### config.mk
export PLATFORM = sky130hd
export DESIGN_NAME = pwm_phase_gen
export DESIGN_NICKNAME = d
export VERILOG_FILES = /design/src/rtl/pwm_phase_pkg.sv /design/src/rtl/pwm_update_timer.sv /design/src/rtl/pwm_phase_counter.sv /design/src/rtl/pwm_latch_drive.sv /design/src/rtl/pwm_overlap_detect.sv /design/src/rtl/pwm_phase_gen.sv
export SDC_FILE = /design/constraint.sdc
export NUM_CORES = 1
export LEC_CHECK = 0
export BUFFER_PORTS_ARGS = -buffer_cell sky130_fd_sc_hd__buf_4
export CORE_MARGIN = 2
export CORE_UTILIZATION = 54
export CTS_CLUSTER_DIAMETER = 120
export DETAILED_ROUTE_END_ITERATION = 16
export GPL_ROUTABILITY_DRIVEN = 1
export GPL_TIMING_DRIVEN = 0
export PLACE_DENSITY = 0.79
export SLEW_MARGIN = 20
export SYNTH_ARGS = -nofsm -noshare
export SYNTH_HDL_FRONTEND = slang
export SYNTH_SLANG_ARGS = --single-unit
### constraint.sdc
create_clock -name clk -period 3.7 [get_ports clk]
set_input_delay 1.11 -clock clk [delete_from_list [all_inputs] [get_ports clk]]
set_output_delay 1.11 -clock clk [all_outputs]
set_load 0.02 [all_outputs]
### src/rtl/pwm_phase_pkg.sv
package pwm_phase_pkg;

    // Which counter receives the extra count at an update strobe
    typedef enum logic [1:0] {
        SLIP_NONE = 2'd0,
        SLIP_SET  = 2'd1,
        SLIP_CLR  = 2'd2
    } slip_sel_e;

    // Wrap pulses of the two phase counters
    typedef struct packed {
        logic set_p;
        logic clr_p;
    } edge_pair_t;

    // Saturation events sent to the speed state machine
    typedef struct packed {
        logic full;
        logic zero;
    } sat_evt_t;

    // Exactly one select line picks a counter; none or both pick nothing
    function automatic slip_sel_e decode_slip(input logic sel_set, input logic sel_clr);
        if (sel_set && !sel_clr) return SLIP_SET;
        if (sel_clr && !sel_set) return SLIP_CLR;
        return SLIP_NONE;
    endfunction

endpackage

### src/rtl/pwm_update_timer.sv
module pwm_update_timer #(
    parameter int PERIOD         = 256,
    parameter int UPDATE_PERIODS = 50
) (
    input  logic clk,
    input  logic rst,
    output logic upd_o
);
    localparam int LIMIT = PERIOD * UPDATE_PERIODS;
    localparam int TW    = $clog2(LIMIT);
    localparam logic [TW-1:0] LAST = TW'(LIMIT - 1);

    logic [TW-1:0] tick_cnt;

    assign upd_o = (tick_cnt == LAST);

    always_ff @(posedge clk) begin
        if (rst)        tick_cnt <= '0;
        else if (upd_o) tick_cnt <= '0;
        else            tick_cnt <= tick_cnt + 1'b1;
    end
endmodule

### src/rtl/pwm_phase_counter.sv
module pwm_phase_counter #(
    parameter int PERIOD = 256
) (
    input  logic clk,
    input  logic rst,
    input  logic slip_i,
    output logic wrap_o
);
    localparam int W = $clog2(PERIOD);
    localparam logic [W:0] PER_V = (W+1)'(PERIOD);

    logic [W-1:0] phase_q;
    logic [W:0]   phase_sum;
    logic         crosses;

    // A slip advances two counts; a wrap is flagged whenever the sum crosses the period
    assign phase_sum = {1'b0, phase_q} + (W+1)'(slip_i ? 2 : 1);
    assign crosses   = (phase_sum >= PER_V);

    always_ff @(posedge clk) begin
        if (rst) begin
            phase_q <= '0;
            wrap_o  <= 1'b0;
        end else begin
            wrap_o  <= crosses;
            phase_q <= crosses ? W'(phase_sum - PER_V) : W'(phase_sum);
        end
    end
endmodule

### src/rtl/pwm_latch_drive.sv
module pwm_latch_drive
    import pwm_phase_pkg::*;
(
    input  logic       clk,
    input  logic       rst,
    input  edge_pair_t pulses_i,
    input  logic       force_off_i,
    input  logic       force_full_i,
    output logic       gate_n_o
);
    logic on_q;

    // Set alone turns on, clear alone turns off, coincidence holds
    always_ff @(posedge clk) begin
        if (rst)                                    on_q <= 1'b0;
        else if (pulses_i.set_p && !pulses_i.clr_p) on_q <= 1'b1;
        else if (pulses_i.clr_p && !pulses_i.set_p) on_q <= 1'b0;
    end

    // Active-low gate; off-force dominates
    always_comb begin
        if (force_off_i)       gate_n_o = 1'b1;
        else if (force_full_i) gate_n_o = 1'b0;
        else                   gate_n_o = ~on_q;
    end
endmodule

### src/rtl/pwm_overlap_detect.sv
module pwm_overlap_detect
    import pwm_phase_pkg::*;
(
    input  logic       clk,
    input  logic       rst,
    input  edge_pair_t pulses_i,
    input  slip_sel_e  sel_i,
    output sat_evt_t   sat_o
);
    logic overlap;
    logic overlap_q;
    logic overlap_rise;

    assign overlap      = pulses_i.set_p & pulses_i.clr_p;
    assign overlap_rise = overlap & ~overlap_q;

    always_ff @(posedge clk) begin
        if (rst) overlap_q <= 1'b0;
        else     overlap_q <= overlap;
    end

    always_comb begin
        sat_o.full = overlap_rise && (sel_i == SLIP_SET);
        sat_o.zero = overlap_rise && (sel_i == SLIP_CLR);
    end
endmodule

### src/rtl/pwm_phase_gen.sv
module pwm_phase_gen
    import pwm_phase_pkg::*;
#(
    parameter int PERIOD         = 256,
    parameter int UPDATE_PERIODS = 50
) (
    input  logic clk,
    input  logic rst,
    input  logic shift_set_i,
    input  logic shift_clr_i,
    input  logic force_off_i,
    input  logic force_full_i,
    output logic pwm_gate_n_o,
    output logic sat_full_o,
    output logic sat_zero_o
);
    slip_sel_e  slip_sel;
    logic       upd_tick;
    logic [1:0] wrap_v;
    edge_pair_t pulses;
    sat_evt_t   sat_evt;

    assign slip_sel = decode_slip(shift_set_i, shift_clr_i);

    pwm_update_timer #(
        .PERIOD         (PERIOD),
        .UPDATE_PERIODS (UPDATE_PERIODS)
    ) u_timer (
        .clk   (clk),
        .rst   (rst),
        .upd_o (upd_tick)
    );

    // Index 0 is the set counter, index 1 the reset counter
    for (genvar gi = 0; gi < 2; gi++) begin : g_ctr
        localparam slip_sel_e OWN_SEL = (gi == 0) ? SLIP_SET : SLIP_CLR;
        logic slip_here;
        assign slip_here = upd_tick && (slip_sel == OWN_SEL);
        pwm_phase_counter #(.PERIOD(PERIOD)) u_ctr (
            .clk    (clk),
            .rst    (rst),
            .slip_i (slip_here),
            .wrap_o (wrap_v[gi])
        );
    end

    assign pulses.set_p = wrap_v[0];
    assign pulses.clr_p = wrap_v[1];

    pwm_latch_drive u_drive (
        .clk          (clk),
        .rst          (rst),
        .pulses_i     (pulses),
        .force_off_i  (force_off_i),
        .force_full_i (force_full_i),
        .gate_n_o     (pwm_gate_n_o)
    );

    pwm_overlap_detect u_overlap (
        .clk      (clk),
        .rst      (rst),
        .pulses_i (pulses),
        .sel_i    (slip_sel),
        .sat_o    (sat_evt)
    );

    assign sat_full_o = sat_evt.full;
    assign sat_zero_o = sat_evt.zero;
endmodule

==> metrics.md <==
| Metric | Value |
|---|---|
| Status | `finished, final reports clean` |
| Vias in the first global route | `approximately 1200` |
| Clk root buf | `clkbuf_4` |
| Worst-Margin Slew | `~460 ps` |
| Post-CTS sizing | `0` |
| Post-Place Cell Area | `around 0.0016 mm²` |
| IO Count | `9` |
| TritonRoute pass-1 iters | `4` |
| Chip width | `57.06 µm` |
| Most used cell, CP | `buf_4` |
| Setup Skew | `5.706 ps` |
| CP top delay family | `buffers and inverters` |
| CP Depth | `3` |
| Worst hold stages | `1` |
| Worst setup margin | `863.3 ps` |
| WP data required | `between 2000 and 3000 ps` |
| Initial antenna violation count | `0` |
| Input/output buffers | `8` |
| Gpl congestion | `between 0.7 and 0.8` |
| Fin crit share | `76.67%` |
| Worst EP arrival | `approximately 1700 ps` |
| Warnings, synthesis | `0` |
| Clock-pin transition on the worst setup and hold timing paths | `90 ps` |
| TNS Setup | `0 ps` |
| Setup violations, final | `0` |
| Placed insts | `approximately 200` |
| Post-DP HPWL | `about 1900 µm` |
| Yosys cell types | `32` |
| Minimum clock period | `roughly 2800 ps` |
| Fin area | `about 0.0017 mm²` |
| Crit start category | `input pin` |
| Initial DRC count | `23` |
| Power density over the cells | `around 360 mW/mm²` |
| Largest net degree at the start of global routing | `11` |
| CTS Buf Count | `5` |
| Num rows | `19` |
| Total global-route track usage | `a little under a fifth` |
| Starting density of the core | `56.09%` |
| Max IR drop VDD | `between 0.2 and 0.3 mV` |
| Cells along the critical path | `buf_4 -> nor4bb_1 -> buf_4` |
| CP Capture Type | `output pin` |
| Postcts setup bufs | `0` |
| Register area | `680.7 µm²` |
| Area contributors post-synth | `dfxtp_1, nor2_1, xnor2_1` |
| Largest area contributor in the netlist | `dfxtp_1` |
| Worst slack, placed | `about 780 ps` |
| Area of the die | `between 0.003 and 0.004 mm²` |
| Multi-input logic area | `~780 µm²` |
| Worst rel slew slack | `between 60% and 70%` |
| Drt total wl | `2589 µm` |
| Top-area cell type share of the netlist area | `roughly 45%` |
| Synth Register Bits | `34` |
| Layout cells sized above 1 | `around a tenth` |
| Fill cells | `243` |
| Flop-to-flop setup slack | `970 ps` |
| Core area | `0.002710 mm²` |
| Slowest stage cell on the critical path | `nor4bb_1` |
| CP Buf/Inv Count | `2` |
| Slew Limit Fails | `0` |
| Syn-to-layout area delta | `9.465%` |
| Final hold viol count | `0` |
| Nets@finish | `between 150 and 200` |
| Sequential-to-total area share from yosys stat | `~45%` |
| CP Max Fanout | `4` |
| MaxCap Viol Count | `0` |
| Post-synth EDFFs | `0` |
| CTS H-tree lvls | `2` |
| DRC | `0` |
| CTS tree | `yes` |
| Routed via count | `around 1100` |
| Antenna Nets Post-Route | `0` |
| Worst path max stage delay | `approximately 290 ps` |
| CTS Sinks | `34` |
| Setup CP Type | `in2out` |
| Post-route insts no fill | `around 210` |
| FMAX | `between 0.3 and 0.4 GHz` |
| Synth Instances | `roughly 160` |
| Clk_lat worst skew | `approximately 320 ps` |
| First-pass GRT wire length | `~4800 µm` |
| Min-delay worst type | `reg2reg` |
| DR WL/cell | `12.45 µm` |
| RSZ-0062 raised after global routing | `false` |
| R2r worst-path depth | `7` |
| R2r startpoint | `u_timer.tick_cnt[9]` |
| Mean post-synth cell area | `around 9.4 µm²` |
| R2r endpoint | `g_ctr[1].u_ctr.phase_q[6]` |
| CTS hold repair buffers | `0` |
| Cell Area, Synth | `0.001520 mm²` |
| Die height | `57.06 µm` |
| Hold slack | `around 440 ps` |
| Lkg Pwr | `0.6241 nW` |
| Max clock buf depth | `2` |
| Via-to-Cell Ratio | `approximately 5.4` |
| GRT Residual Overflow | `0` |
| Ys flop type | `dfxtp_1` |
| Syn_nets | `about 180` |
| CP startpoint | `shift_set_i` |
| HP Start | `u_timer.tick_cnt[0]` |
| Hold EP | `u_timer.tick_cnt[0]` |
| Post-synth ARST share | `0%` |
| ANT cells | `0` |
synth_stat cells (2+ instances only):
library cell / number
nor3_1: 4
nor4bb_1: 2
nand2_1: 9
nor3b_1: 2
nand4_1: 4
nand3_1: 7
nand3b_1: 2
inv_1: 10
o21ai_0: 2
nor4_1: 3
nor2_1: 29
a21oi_1: 3
ha_1: 7
nor2b_1: 6
dfxtp_1: 34
xnor2_1: 12
xor2_1: 9
fa_1: 2
or3_1: 2
registers in the layout, summed over array words and instances (netlist names):
signal and flops:
u_drive.on_q 1, u_overlap.overlap_q 1, u_timer.tick_cnt 14, g_ctr.u_ctr.wrap_o 2, g_ctr.u_ctr.phase_q 16
cell families (layout without fill, tap and decap cells):
family / Yosys count / count (layout) / synth area share [%]
and+or+nand+nor: 77 / 77 / 27.49
DFF: 34 / 34 / 44.77
xor gates and xnor gates: 21 / 21 / 12.10
buffers and inverters: 13 / 28 / 3.950
adders and majority gates: 9 / 9 / 8.395
AOI/OAI and AO/OA: 7 / 7 / 2.634
muxes: 1 / 1 / 0.6585
layer usage:
metal | GRT usage [%] | vias up | share of wire (%)
met5 | 0 | - | 0
met4 | 11.30 | 0 | 0.97
met3 | 4.989 | 4 | 3.9
met2 | 31.53 | 22 | 51
met1 | 22.08 | 524 | 44
li1 | - | 564 | -
layout by cell type (no fill, tap or decap), types with 4 or more instances in the layout:
| cell type | count |
|---|---|
| clkbuf_4 | 5 |
| nand2_1 | 9 |
| nand4_1 | 4 |
| xnor2_1 | 12 |
| inv_1 | 10 |
| nor2b_1 | 6 |
| nand3_1 | 7 |
| buf_4 | 8 |
| xor2_1 | 9 |
| dfxtp_1 | 34 |
| ha_1 | 7 |
| nor2_1 | 29 |
| nor3_1 | 4 |
power breakdown:
part | internal [mW] | switching [mW] | total [mW] | leakage, nW
Sequential | 0.374 | 0.00594 | 0.380 | 0.276
Combinational | 0.0180 | 0.0195 | 0.0376 | 0.323
Clock | 0.0716 | 0.111 | 0.182 | 0.0254
worst max path at each step:
stage / end / slack (ps)
CTS: sat_full_o / 880
detailed placement: g_ctr[1].u_ctr.phase_q[6] / 780
global route: g_ctr[1].u_ctr.phase_q[6] / 710
global placement: g_ctr[1].u_ctr.phase_q[6] / 820
floorplan: sat_full_o / 770
finish: sat_zero_o / 860
stage by stage:
stage,total power [mW],util [%]
2_1_floorplan,0.4130,-
3_3_place_gp,0.4236,59.74
3_5_place_dp,0.4268,59.74
4_1_cts,0.6119,61.40
5_1_grt,0.6306,61.40
6_report,0.5998,61.40
area by class of cell:
| class | count | area share, % |
|---|---|---|
| multi-input cells | 115 | 46.84 |
| well taps | 31 | 2.331 |
| flip-flops and latches | 34 | 40.90 |
| plain buffers | 3 | 1.353 |
| clock buffers | 7 | 2.707 |
| inverters | 10 | 2.256 |
| repair buffers | 8 | 3.609 |
No activity file was read; power rests on OpenSTA's default activity.
